## src/rtl/storprot_pkg.sv

```systemverilog
package storprot_pkg;

  // strobes passed from control to datapath
  typedef struct packed {
    logic capture;   // latch a verdict this edge
    logic probe;     // verdict is a probe code, not an exception
  } ctlStrobes_t;

  typedef enum logic [1:0] {
    CC_BOTH  = 2'd0,
    CC_FETCH = 2'd1,
    CC_NONE  = 2'd2
  } probeCode_e;

endpackage

```

## src/rtl/sp_control.sv

```systemverilog
module sp_control
  import storprot_pkg::*;
(
  input  logic        clk,
  input  logic        rstN,
  input  logic        reqValid,
  input  logic        reqProbe,
  output ctlStrobes_t strobes,
  output logic        rspValid
);

  always_comb begin
    strobes.capture = reqValid;
    strobes.probe   = reqValid & reqProbe;
  end

  always_ff @(posedge clk) begin
    if (!rstN) rspValid <= 1'b0;
    else       rspValid <= reqValid;
  end

  // one response per request, one cycle later
  assert_rsp_follows_req_R8: assert property (@(posedge clk) disable iff (!rstN)
    reqValid |=> rspValid);
  assert_no_rsp_when_idle_R8: assert property (@(posedge clk) disable iff (!rstN)
    !reqValid |=> !rspValid);

endmodule

```

## src/rtl/sp_datapath.sv

```systemverilog
module sp_datapath
  import storprot_pkg::*;
#(
  parameter int KEY_W     = 4,
  parameter int ADDR_W    = 24,
  parameter int LOW_LIMIT = 512
) (
  input  logic              clk,
  input  logic              rstN,
  input  ctlStrobes_t       strobes,
  input  logic              reqIsStore,
  input  logic [KEY_W-1:0]  accessKey,
  input  logic [KEY_W-1:0]  blockKey,
  input  logic              blockFetchProt,
  input  logic [ADDR_W-1:0] logicalAddr,
  input  logic              lowProtEnable,
  input  logic              exemptStore,
  output logic              protFault,
  output logic [1:0]        probeCode
);

  localparam logic [ADDR_W-1:0] LowBound = ADDR_W'(LOW_LIMIT);
  localparam logic [KEY_W-1:0]  MasterKey = '0;

  logic keyMatch, inLowRange, lowBan, storeOk, fetchOk, faultNext;
  probeCode_e codeNext;

  always_comb begin
    keyMatch   = (accessKey == MasterKey) || (accessKey == blockKey);
    inLowRange = logicalAddr < LowBound;
    lowBan     = lowProtEnable & ~exemptStore & inLowRange;
    storeOk    = keyMatch & ~lowBan;
    fetchOk    = keyMatch | ~blockFetchProt;
    faultNext  = reqIsStore ? ~storeOk : ~fetchOk;
    if (storeOk)      codeNext = CC_BOTH;
    else if (fetchOk) codeNext = CC_FETCH;
    else              codeNext = CC_NONE;
  end

  always_ff @(posedge clk) begin
    if (!rstN || !strobes.capture) begin
      protFault <= 1'b0;
      probeCode <= 2'd0;
    end else if (strobes.probe) begin
      protFault <= 1'b0;
      probeCode <= codeNext;
    end else begin
      protFault <= faultNext;
      probeCode <= 2'd0;
    end
  end

  // a banned low store faults whatever the key
  assert_low_store_faults_R5: assert property (@(posedge clk) disable iff (!rstN)
    (strobes.capture && !strobes.probe && reqIsStore && lowProtEnable &&
     !exemptStore && (logicalAddr < LowBound)) |=> protFault);

  // key zero may always fetch
  assert_key_zero_fetch_R2: assert property (@(posedge clk) disable iff (!rstN)
    (strobes.capture && !strobes.probe && !reqIsStore && (accessKey == MasterKey))
    |=> !protFault);

  // probes never raise an exception
  assert_probe_no_fault_R7: assert property (@(posedge clk) disable iff (!rstN)
    strobes.probe |=> (!protFault && probeCode != 2'd3));

  // idle cycle leaves outputs quiet
  assert_idle_quiet_R8: assert property (@(posedge clk) disable iff (!rstN)
    !strobes.capture |=> (!protFault && probeCode == 2'd0));

endmodule

```

## src/rtl/storage_protect_check.sv

```systemverilog
module storage_protect_check
  import storprot_pkg::*;
#(
  parameter int KEY_W     = 4,
  parameter int ADDR_W    = 24,
  parameter int LOW_LIMIT = 512
) (
  input  logic              clk,
  input  logic              rstN,
  input  logic              reqValid,
  input  logic              reqProbe,
  input  logic              reqIsStore,
  input  logic [KEY_W-1:0]  accessKey,
  input  logic [KEY_W-1:0]  blockKey,
  input  logic              blockFetchProt,
  input  logic [ADDR_W-1:0] logicalAddr,
  input  logic              lowProtEnable,
  input  logic              exemptStore,
  output logic              rspValid,
  output logic              protFault,
  output logic [1:0]        probeCode
);

  ctlStrobes_t strobes;

  sp_control uCtl (
    .clk      (clk),
    .rstN     (rstN),
    .reqValid (reqValid),
    .reqProbe (reqProbe),
    .strobes  (strobes),
    .rspValid (rspValid)
  );

  sp_datapath #(
    .KEY_W     (KEY_W),
    .ADDR_W    (ADDR_W),
    .LOW_LIMIT (LOW_LIMIT)
  ) uDp (
    .clk            (clk),
    .rstN           (rstN),
    .strobes        (strobes),
    .reqIsStore     (reqIsStore),
    .accessKey      (accessKey),
    .blockKey       (blockKey),
    .blockFetchProt (blockFetchProt),
    .logicalAddr    (logicalAddr),
    .lowProtEnable  (lowProtEnable),
    .exemptStore    (exemptStore),
    .protFault      (protFault),
    .probeCode      (probeCode)
  );

endmodule

```

## config.mk

```make
export PLATFORM = sky130hd
export DESIGN_NAME = storage_protect_check
export DESIGN_NICKNAME = d
export VERILOG_FILES = /design/src/rtl/storprot_pkg.sv /design/src/rtl/sp_control.sv /design/src/rtl/sp_datapath.sv /design/src/rtl/storage_protect_check.sv
export SDC_FILE = /design/constraint.sdc
export NUM_CORES = 1
export LEC_CHECK = 0
export CORE_AREA = 4 4 41 43
export CTS_CLUSTER_SIZE = 14
export DETAILED_ROUTE_END_ITERATION = 12
export DIE_AREA = 0 0 45 47
export DONT_BUFFER_PORTS = 1
export GPL_TIMING_DRIVEN = 1
export SYNTH_ARGS = -nofsm -noshare
export SYNTH_HDL_FRONTEND = slang
export SYNTH_SLANG_ARGS = --single-unit
```

## constraint.sdc

```tcl
create_clock -name clk -period 1.5 [get_ports clk]
set_clock_uncertainty 0.1 [all_clocks]
set_input_delay 0.3 -clock clk [delete_from_list [all_inputs] [get_ports clk]]
set_output_delay 0.3 -clock clk [all_outputs]
set_load 0.05 [all_outputs]
```

==> reports/qor.yml, run 1 <==
place_area_um2: 256.5
worstPathArrival_ps: 1300
synth_common_cells: "dfxtp_1 (4), xnor2_1 (4), and3_1 (3), nor4_1 (3), nand3_1 (2)"
cts.clk_slew.worst_paths_ps: 40
first_pass_iters: 1
areaGrowthSynthToFinish_pct: 17.37
netlist_area_um2: 237.7
pre_cts_slack_ps: 8.882
nets: 71
drt_iter0_drc: 0
start_util_pct: 18.27
postLayoutCoreUtil_pct: 21.44
synth_cell_type_count: 15
io_pins: 44
final_area_um2: 279.0
cts_resized: 0
syn_avg_cell_area_um2: 9.143
fin_crit_ps: 1244
rsz0062_at_grt: "false"
p_leak_nw: 0.09681
start_kind: "primary input"
fp.dieW_um: 45
synth_area_leaders: "dfxtp_1 (34%), xnor2_1 (15%), and3_1 (7.9%)"
final.setup.tns_ps: 0
dp.cells: 41
synth_top_cell_by_area: "dfxtp_1"
drc_errors: 0
hold_ws_ps: 39.26
synth_edf_count: 0
synth_flop_cell: "dfxtp_1"
multi_input_area_um2: 153.9
path_max_fanout: 2
slew_violations: 0
cts_hold_buf: 0
p_total_mw: 0.2799
antenna_found_initial: 0
hold_class: "in -> reg"
grt.total_usage_pct: 6.003
cp_data_required_time_ps: 1550
ys_warn_count: 0
ir_drop_mv: 0.1610
gp_congestion: 0.7317
port-buffer-count: 0
core-area_um2: 1301
ff_latch_area_um2: 80.08
yosysSeqAreaShare_pct: 33.68
vias_per_cell: 5.136
drv_cap: 0
max_slew_margin_pct: 67.67
cts_made_buffers: 3
die_h_um: 47
hold_viol: 0
max_freq_ghz: 0.8036
rows: 13
cts_tree: "built"
synthesis.nets: 66
grt_pass1_wl_um: 800
cts_setup_buffers: 0
fin_cells: 44
wl_per_cell_um: 13.91
finalCritPeriodShare_pct: 82.96
root_buffer: "clkbuf_4"
htreeDepth: 1
cts.sink_count: 4
netlist_instances: 26
routed_wl_um: 612
setup_viol: 0
setup_ws_ps: 255.6
dpl.hpwl_um: 543.4
ant_nets: 0
design.die.area_um2: 2115
grt_max_degree: 5
worstMarginPinSlew_ps: 484.3
diodes: 0
max-clock-path-buffers: 2
crit_type: "in -> reg"
synthArstFlopShare_pct: 0
nFillCells: 155
grt-ovfl-total: 0
synth_top_area_share_pct: 33.68
grt_pass1_vias: 254
synth-seq-cells: 4
vias: 226
status: "finished, final reports clean"
drive_gt1_share_pct: 20.69
endpoint_kind: "register"
cellPowerDensity_nw_per_um2: 1003
-- critical path: stages --
cell and delay (ps):
or4b_4 510, nor3_2 150, nand3_1 120, a211oi_2 220
-- state kept, by name, indices dropped and copies added (netlist names) --
name / count
uDp.probeCode: 2
uCtl.rspValid: 1
uDp.protFault: 1
-- where the power goes --
group	internal (mW)	total, mW	switching (mW)
registers	0.111	0.127	0.0156
logic	0.0150	0.0241	0.00902
clock network	0.0892	0.129	0.0399
total	0.215	0.280	0.0645
-- layout make-up --
cell class              count  area share (%)
multi-input cells          21           55.16
flip-flops and latches      4           28.70
clock buffers               3           8.072
well taps                  15           6.726
inverters                   1           1.345
-- worst paths after layout --
path	to	start	depth (start not counted)	slack, ps
worst max-delay path	uDp.protFault$_SDFF_PP0_	exemptStore	4	260
worst min-delay path	uDp.protFault$_SDFF_PP0_	reqProbe	1	40
-- cell usage in the layout (no fill, tap or decap) --
cell,count
xnor2_1,4
dfxtp_1,4
nor4_1,3
and3_1,3
clkbuf_4,3
nand3_1,2
nand2_1,1
inv_1,1
a41oi_1,1
o21ai_0,1
or4b_4,1
nor3_2,1
nor3_1,1
a211oi_2,1
nand3b_1,1
o21ai_1,1
-- routing by layer --
metal  vias to the layer above  track usage, %  wire (um)
li1                        106               -          -
met1                        92           4.318        149
met2                        26           8.192        299
met3                         2           2.682        143
met4                         0           12.28         19
met5                         -               0          0
-- kinds of logic (layout without fill, tap and decap cells) --
group,after synthesis,count (layout),share of synthesized area [%]
flops,4,4,33.69
compound gates,4,4,13.15
xor+xnor,4,4,14.74
simple gates,13,13,36.84
buf+inv,1,4,1.577
Power figures use the tool's default switching activity.
==> run 2, diff against run 1 <==
Clock period 1.5 ns to 1.3 ns, I/O delays scaled along.
==> run 2 against run 1 <==
  * Sequential cell count did not move
  * Via count rose by 12%
  * Non-clock buffer count rose by 6
  * Core utilization rose by 3.7 points
  * Critical path depth did not move
  * Critical path type unchanged
  * Critical endpoint unchanged
  * Largest power group unchanged
==> reports/qor.yml, run 2 (synthesis gave the netlist of run 1 again) <==
port-buffer-count: 0  # unchanged
drv_cap: 0  # unchanged
cts_made_buffers: 3  # unchanged
nets: 77  # +8.5%
antenna_found_initial: 0  # unchanged
vias_per_cell: 5.060  # -1.5%
diodes: 0  # unchanged
grt_pass1_wl_um: 841  # +5.1%
areaGrowthSynthToFinish_pct: 37.37
first_pass_iters: 2  # +1
max_slew_margin_pct: 78.80  # +11 points
hold_start: "reqValid"
max-clock-path-buffers: 2  # unchanged
start_kind: "primary input"
status: "finished, final reports clean"
ir_drop_mv: 0.1919  # +19%
hold_viol: 0  # unchanged
drive_gt1_share_pct: 31.43  # +11 points
cts.clk_slew.worst_paths_ps: 40  # about the same
endpoint_kind: "register"
start_util_pct: 18.27  # unchanged
cts_tree: "built"
path_max_fanout: 2  # unchanged
min_to: "uCtl.rspValid$_SDFF_PN0_"
die_h_um: 47  # unchanged
finalCritPeriodShare_pct: 92.64
top_regs: "uDp.probeCode: 2 flops, uCtl.rspValid: 1 flops, uDp.protFault: 1 flops"
setup_ws_ps: 95.62  # -160.0 ps
fp.dieW_um: 45  # unchanged
final_cell_mix: "buf_4 (5), xnor2_1 (4), dfxtp_1 (4)"
worstMarginPinSlew_ps: 313.9  # -170.4 ps
htreeDepth: 1  # unchanged
whs_path_depth: 2  # +1
pre_cts_slack_ps: -136.4  # -145.3 ps
routed_wl_um: 619  # +1.1%
drc_errors: 0  # unchanged
hold_ws_ps: 64.56  # +25.30 ps
grt-ovfl-total: 0  # unchanged
rsz0062_at_grt: "false"
core-area_um2: 1301  # unchanged
ff_latch_area_um2: 80.08  # unchanged
grt.total_usage_pct: 6.240  # +0.24 points
cts.sink_count: 4  # unchanged
wl_per_cell_um: 12.38  # -11%
design.die.area_um2: 2115  # unchanged
cts_resized: 0  # unchanged
vias: 253  # +12%
ant_nets: 0  # unchanged
largest_reg_flops: 2  # unchanged
grt_max_degree: 5  # unchanged
crit_type: "in -> reg"
dpl.hpwl_um: 536.4  # -1.3%
worstPathArrival_ps: 1260  # -40 ps
rows: 13  # unchanged
gp_congestion: 0.7310  # about the same
cp_data_required_time_ps: 1350  # -200 ps
grt_pass1_vias: 279  # +9.8%
drt_iter0_drc: 1  # +1
cts_setup_buffers: 0  # unchanged
cts_hold_buf: 1  # +1
p_leak_nw: 0.1277  # +32%
io_pins: 44  # unchanged
fin_crit_ps: 1204
nFillCells: 149  # -3.9%
hold_class: "in -> reg"
max_freq_ghz: 0.8303
cellPowerDensity_nw_per_um2: 1018  # +1.5%
setup_viol: 0  # unchanged
root_buffer: "clkbuf_4"
slew_violations: 0  # unchanged
multi_input_area_um2: 153.9  # unchanged
layout_commonest_cell: "buf_4"
top_register: "uDp.probeCode"
==> run 2: cell types whose count changed in the layout (fill, tap and decap cells not counted) <==
cell	previous run	this run
buf_4	0	5
dlygate4sd3_1	0	1
==> run 2: metrics by stage <==
step | power [mW] | TNS (ps) | instances | util, % | cell area [um^2]
after detailed placement | 0.1834 | -247.4 | 46 | 22.60 | 294.0
after global placement | 0.1826 | -253.6 | 46 | 22.60 | 294.0
final | 0.3324 | 0 | 50 | 25.10 | 326.6
after floorplan | 0.1727 | -80.96 | 26 | - | 237.7
after CTS | 0.3457 | 0 | 50 | 25.10 | 326.6
after global routing | 0.3544 | 0 | 50 | 25.10 | 326.6
==> run 2: layer usage <==
layer,vias to the layer above,GRT usage [%],routed length [um]
met1,107,5.227,179
met3,2,1.149,125
met2,26,9.040,294
met5,-,0,0
met4,0,12.28,19
li1,118,-,-
==> run 2: worst max-delay path, cell delays in order <==
cell and delay [ps]:
or4b_4 510, nor3_2 150, nand3_1 120, a211oi_2 210
==> run 2: layout make-up <==
type,instances,share of cell area [%]
Sequential cell,4,24.52
Multi-Input combinational cell,21,47.13
Timing Repair Buffer,6,14.56
Clock buffer,3,6.897
Tap cell,15,5.747
Inverter,1,1.149
==> run 2: where the power goes <==
part	switching [mW]	leakage [nW]	internal (mW)
clock	0.0458	0.0138	0.103
combinational	0.0291	0.0811	0.0254
sequential	0.00107	0.0328	0.128
total	0.0760	0.128	0.256
==> run 2: worst max path at each step <==
stage	cells past startpoint	end	slack, ps	start
after global routing	4	uDp.protFault$_SDFF_PP0_	60	exemptStore
after CTS	4	uDp.protFault$_SDFF_PP0_	100	exemptStore
after detailed placement	4	uDp.protFault$_SDFF_PP0_	-140	exemptStore
final	4	uDp.protFault$_SDFF_PP0_	100	exemptStore
after floorplan	4	uDp.protFault$_SDFF_PP0_	-80	exemptStore
after global placement	4	uDp.protFault$_SDFF_PP0_	-140	exemptStore
==> run 3, diff against run 2 <==
Settings changed: CAP_MARGIN set to 20, PLACE_DENSITY set to 0.3.
==> run 3 against run 2 <==
  * Routed wire length increased by 2.6%
  * Non-clock buffer count decreased by 2
  * Highest routed layer is now met3
  * Final cell count decreased by 4.0%
==> reports/qor.yml, run 3 (synthesis gave the netlist of run 1 again) <==
p_sw_mw: 0.07748  # +2.0%
rows: 13  # unchanged
antenna_found_initial: 0  # unchanged
postLayoutCoreUtil_pct: 23.94  # -1.2 points
p_clk_share_pct: 45.7  # +0.9 points
gp_congestion: 0.6555  # -10%
start_kind: "register"
largest_reg_flops: 2  # unchanged
grt_pass1_wl_um: 883  # +5.0%
cp-startpoint: "uCtl.rspValid$_SDFF_PN0_"
fin_crit_ps: 1204  # -0.7050 ps
endpoint_kind: "output pin"
port-buffer-count: 0  # unchanged
fp.dieW_um: 45  # unchanged
io_pins: 44  # unchanged
top_register: "uDp.probeCode"
diodes: 0  # unchanged
p_leak_nw: 0.1172  # -8.2%
max_freq_ghz: 0.8308  # about the same
setup_viol: 0  # unchanged
crit_type: "reg -> out"
drive_gt1_share_pct: 27.27  # -4.2 points
root_buffer: "clkbuf_4"
start_util_pct: 18.27  # unchanged
grt-ovfl-total: 0  # unchanged
critPathCapture: "rspValid"
design.die.area_um2: 2115  # unchanged
pwr-share-comb_pct: 12.1  # -4.3 points
ir_drop_mv: 0.1675  # -13%
top_regs: "uDp.probeCode: 2 flops, uCtl.rspValid: 1 flops, uDp.protFault: 1 flops"
htreeDepth: 1  # unchanged
areaGrowthSynthToFinish_pct: 31.05
max-clock-path-buffers: 2  # unchanged
core-area_um2: 1301  # unchanged
cp.depth: 0  # -4
drc_errors: 0  # unchanged
grt.total_usage_pct: 6.077  # -0.16 points
grt_max_degree: 5  # unchanged
wl_per_cell_um: 13.23  # +6.9%
drv_cap: 0  # unchanged
slew_violations: 0  # unchanged
power.share.switching_pct: 23.44  # +0.59 points
cellPowerDensity_nw_per_um2: 1061  # +4.2%
hold_viol: 0  # unchanged
finalCritPeriodShare_pct: 92.59  # about the same
cp_data_required_time_ps: 940  # -410 ps
final_cell_mix: "xnor2_1 (4), dfxtp_1 (4)"
rsz0062_at_grt: "false"
status: "finished, final reports clean"
vias: 232  # -8.3%
die_h_um: 47  # unchanged
ant_nets: 0  # unchanged
cts_setup_buffers: 0  # unchanged
multi_input_area_um2: 153.9  # unchanged
fin_cells: 48  # -4.0%
cts_made_buffers: 3  # unchanged
place_area_um2: 279.0  # -5.1%
dp.cells: 44  # -4.3%
nFillCells: 157  # +5.4%
hold_ws_ps: 77.34  # +12.78 ps
worstPathArrival_ps: 840  # -420 ps
dpl.hpwl_um: 585.4  # +9.1%
routed_wl_um: 635  # +2.6%
drt_iter0_drc: 0  # -1
hold_start: "blockFetchProt"
worstMarginPinSlew_ps: 483.3  # +169.4 ps
cts.sink_count: 4  # unchanged
final_area_um2: 311.5  # -4.6%
nets: 75  # -2.6%
vias_per_cell: 4.833  # -4.5%
path_max_fanout: 1  # -1
ff_latch_area_um2: 80.08  # unchanged
grt_pass1_vias: 249  # -11%
first_pass_iters: 1  # -1
power.internal_mw: 0.2530  # -1.3%
cts_tree: "built"
hold_class: "in -> reg"
max_slew_margin_pct: 67.73  # -11 points
cts_resized: 0  # unchanged
pwr-share-seq_pct: 42.3  # +3.4 points
cts.clk_slew.worst_paths_ps: 40  # about the same
run 3: changes by cell type in the layout (fill, tap and decap cells not counted), sizes merged:
cell  previous run  this run
buf              5         3
run 3: cell type report:
| class | count | area share, % |
|---|---|---|
| multi-input cells | 21 | 49.40 |
| repair buffers | 4 | 10.44 |
| inverters | 1 | 1.205 |
| flip-flops and latches | 4 | 25.70 |
| well taps | 15 | 6.024 |
| clock buffers | 3 | 7.229 |
run 3: how the worst min path moves through the flow:
stage / endpoint / slack [ps] / cells past startpoint
final: uDp.probeCode[1]$_SDFF_PP0_ / 80 / 1
after global routing: uDp.probeCode[1]$_SDFF_PP0_ / 80 / 1
after CTS: uDp.probeCode[1]$_SDFF_PP0_ / 70 / 1
after detailed placement: uDp.protFault$_SDFF_PP0_ / 240 / 1
after global placement: uDp.protFault$_SDFF_PP0_ / 240 / 1
after floorplan: uDp.protFault$_SDFF_PP0_ / 230 / 1
run 3: stage by stage:
step           setup TNS [ps]  power (mW)  worst slack, ps
2_1_floorplan          -80.96      0.1727           -80.96
3_3_place_gp           -262.7      0.1785           -147.8
4_1_cts                     0      0.3393            77.24
5_1_grt                     0      0.3486            14.02
3_5_place_dp           -262.2      0.1796           -135.5
6_report                    0      0.3305            96.33
run 3: metal layers:
layer | global-route usage [%] | routed length, um | vias up
met5 | 0 | 0 | -
met4 | 5.263 | 0 | 0
met3 | 2.682 | 119 | 0
met2 | 11.30 | 346 | 22
met1 | 4.762 | 170 | 96
li1 | - | - | 114
run 3: power groups by stage:
stage	clock, mW	combinational [mW]	sequential, mW
2_1_floorplan	0	0.0253	0.147
3_3_place_gp	0	0.0369	0.142
4_1_cts	0.159	0.0405	0.140
6_report	0.151	0.0399	0.140
5_1_grt	0.165	0.0437	0.140
3_5_place_dp	0	0.0377	0.142
run 3: what timing repair did:
action,in CTS,in global routing
hold buffers,1,0
setup endpoints to repair,0,0
hold endpoints to repair,1,0
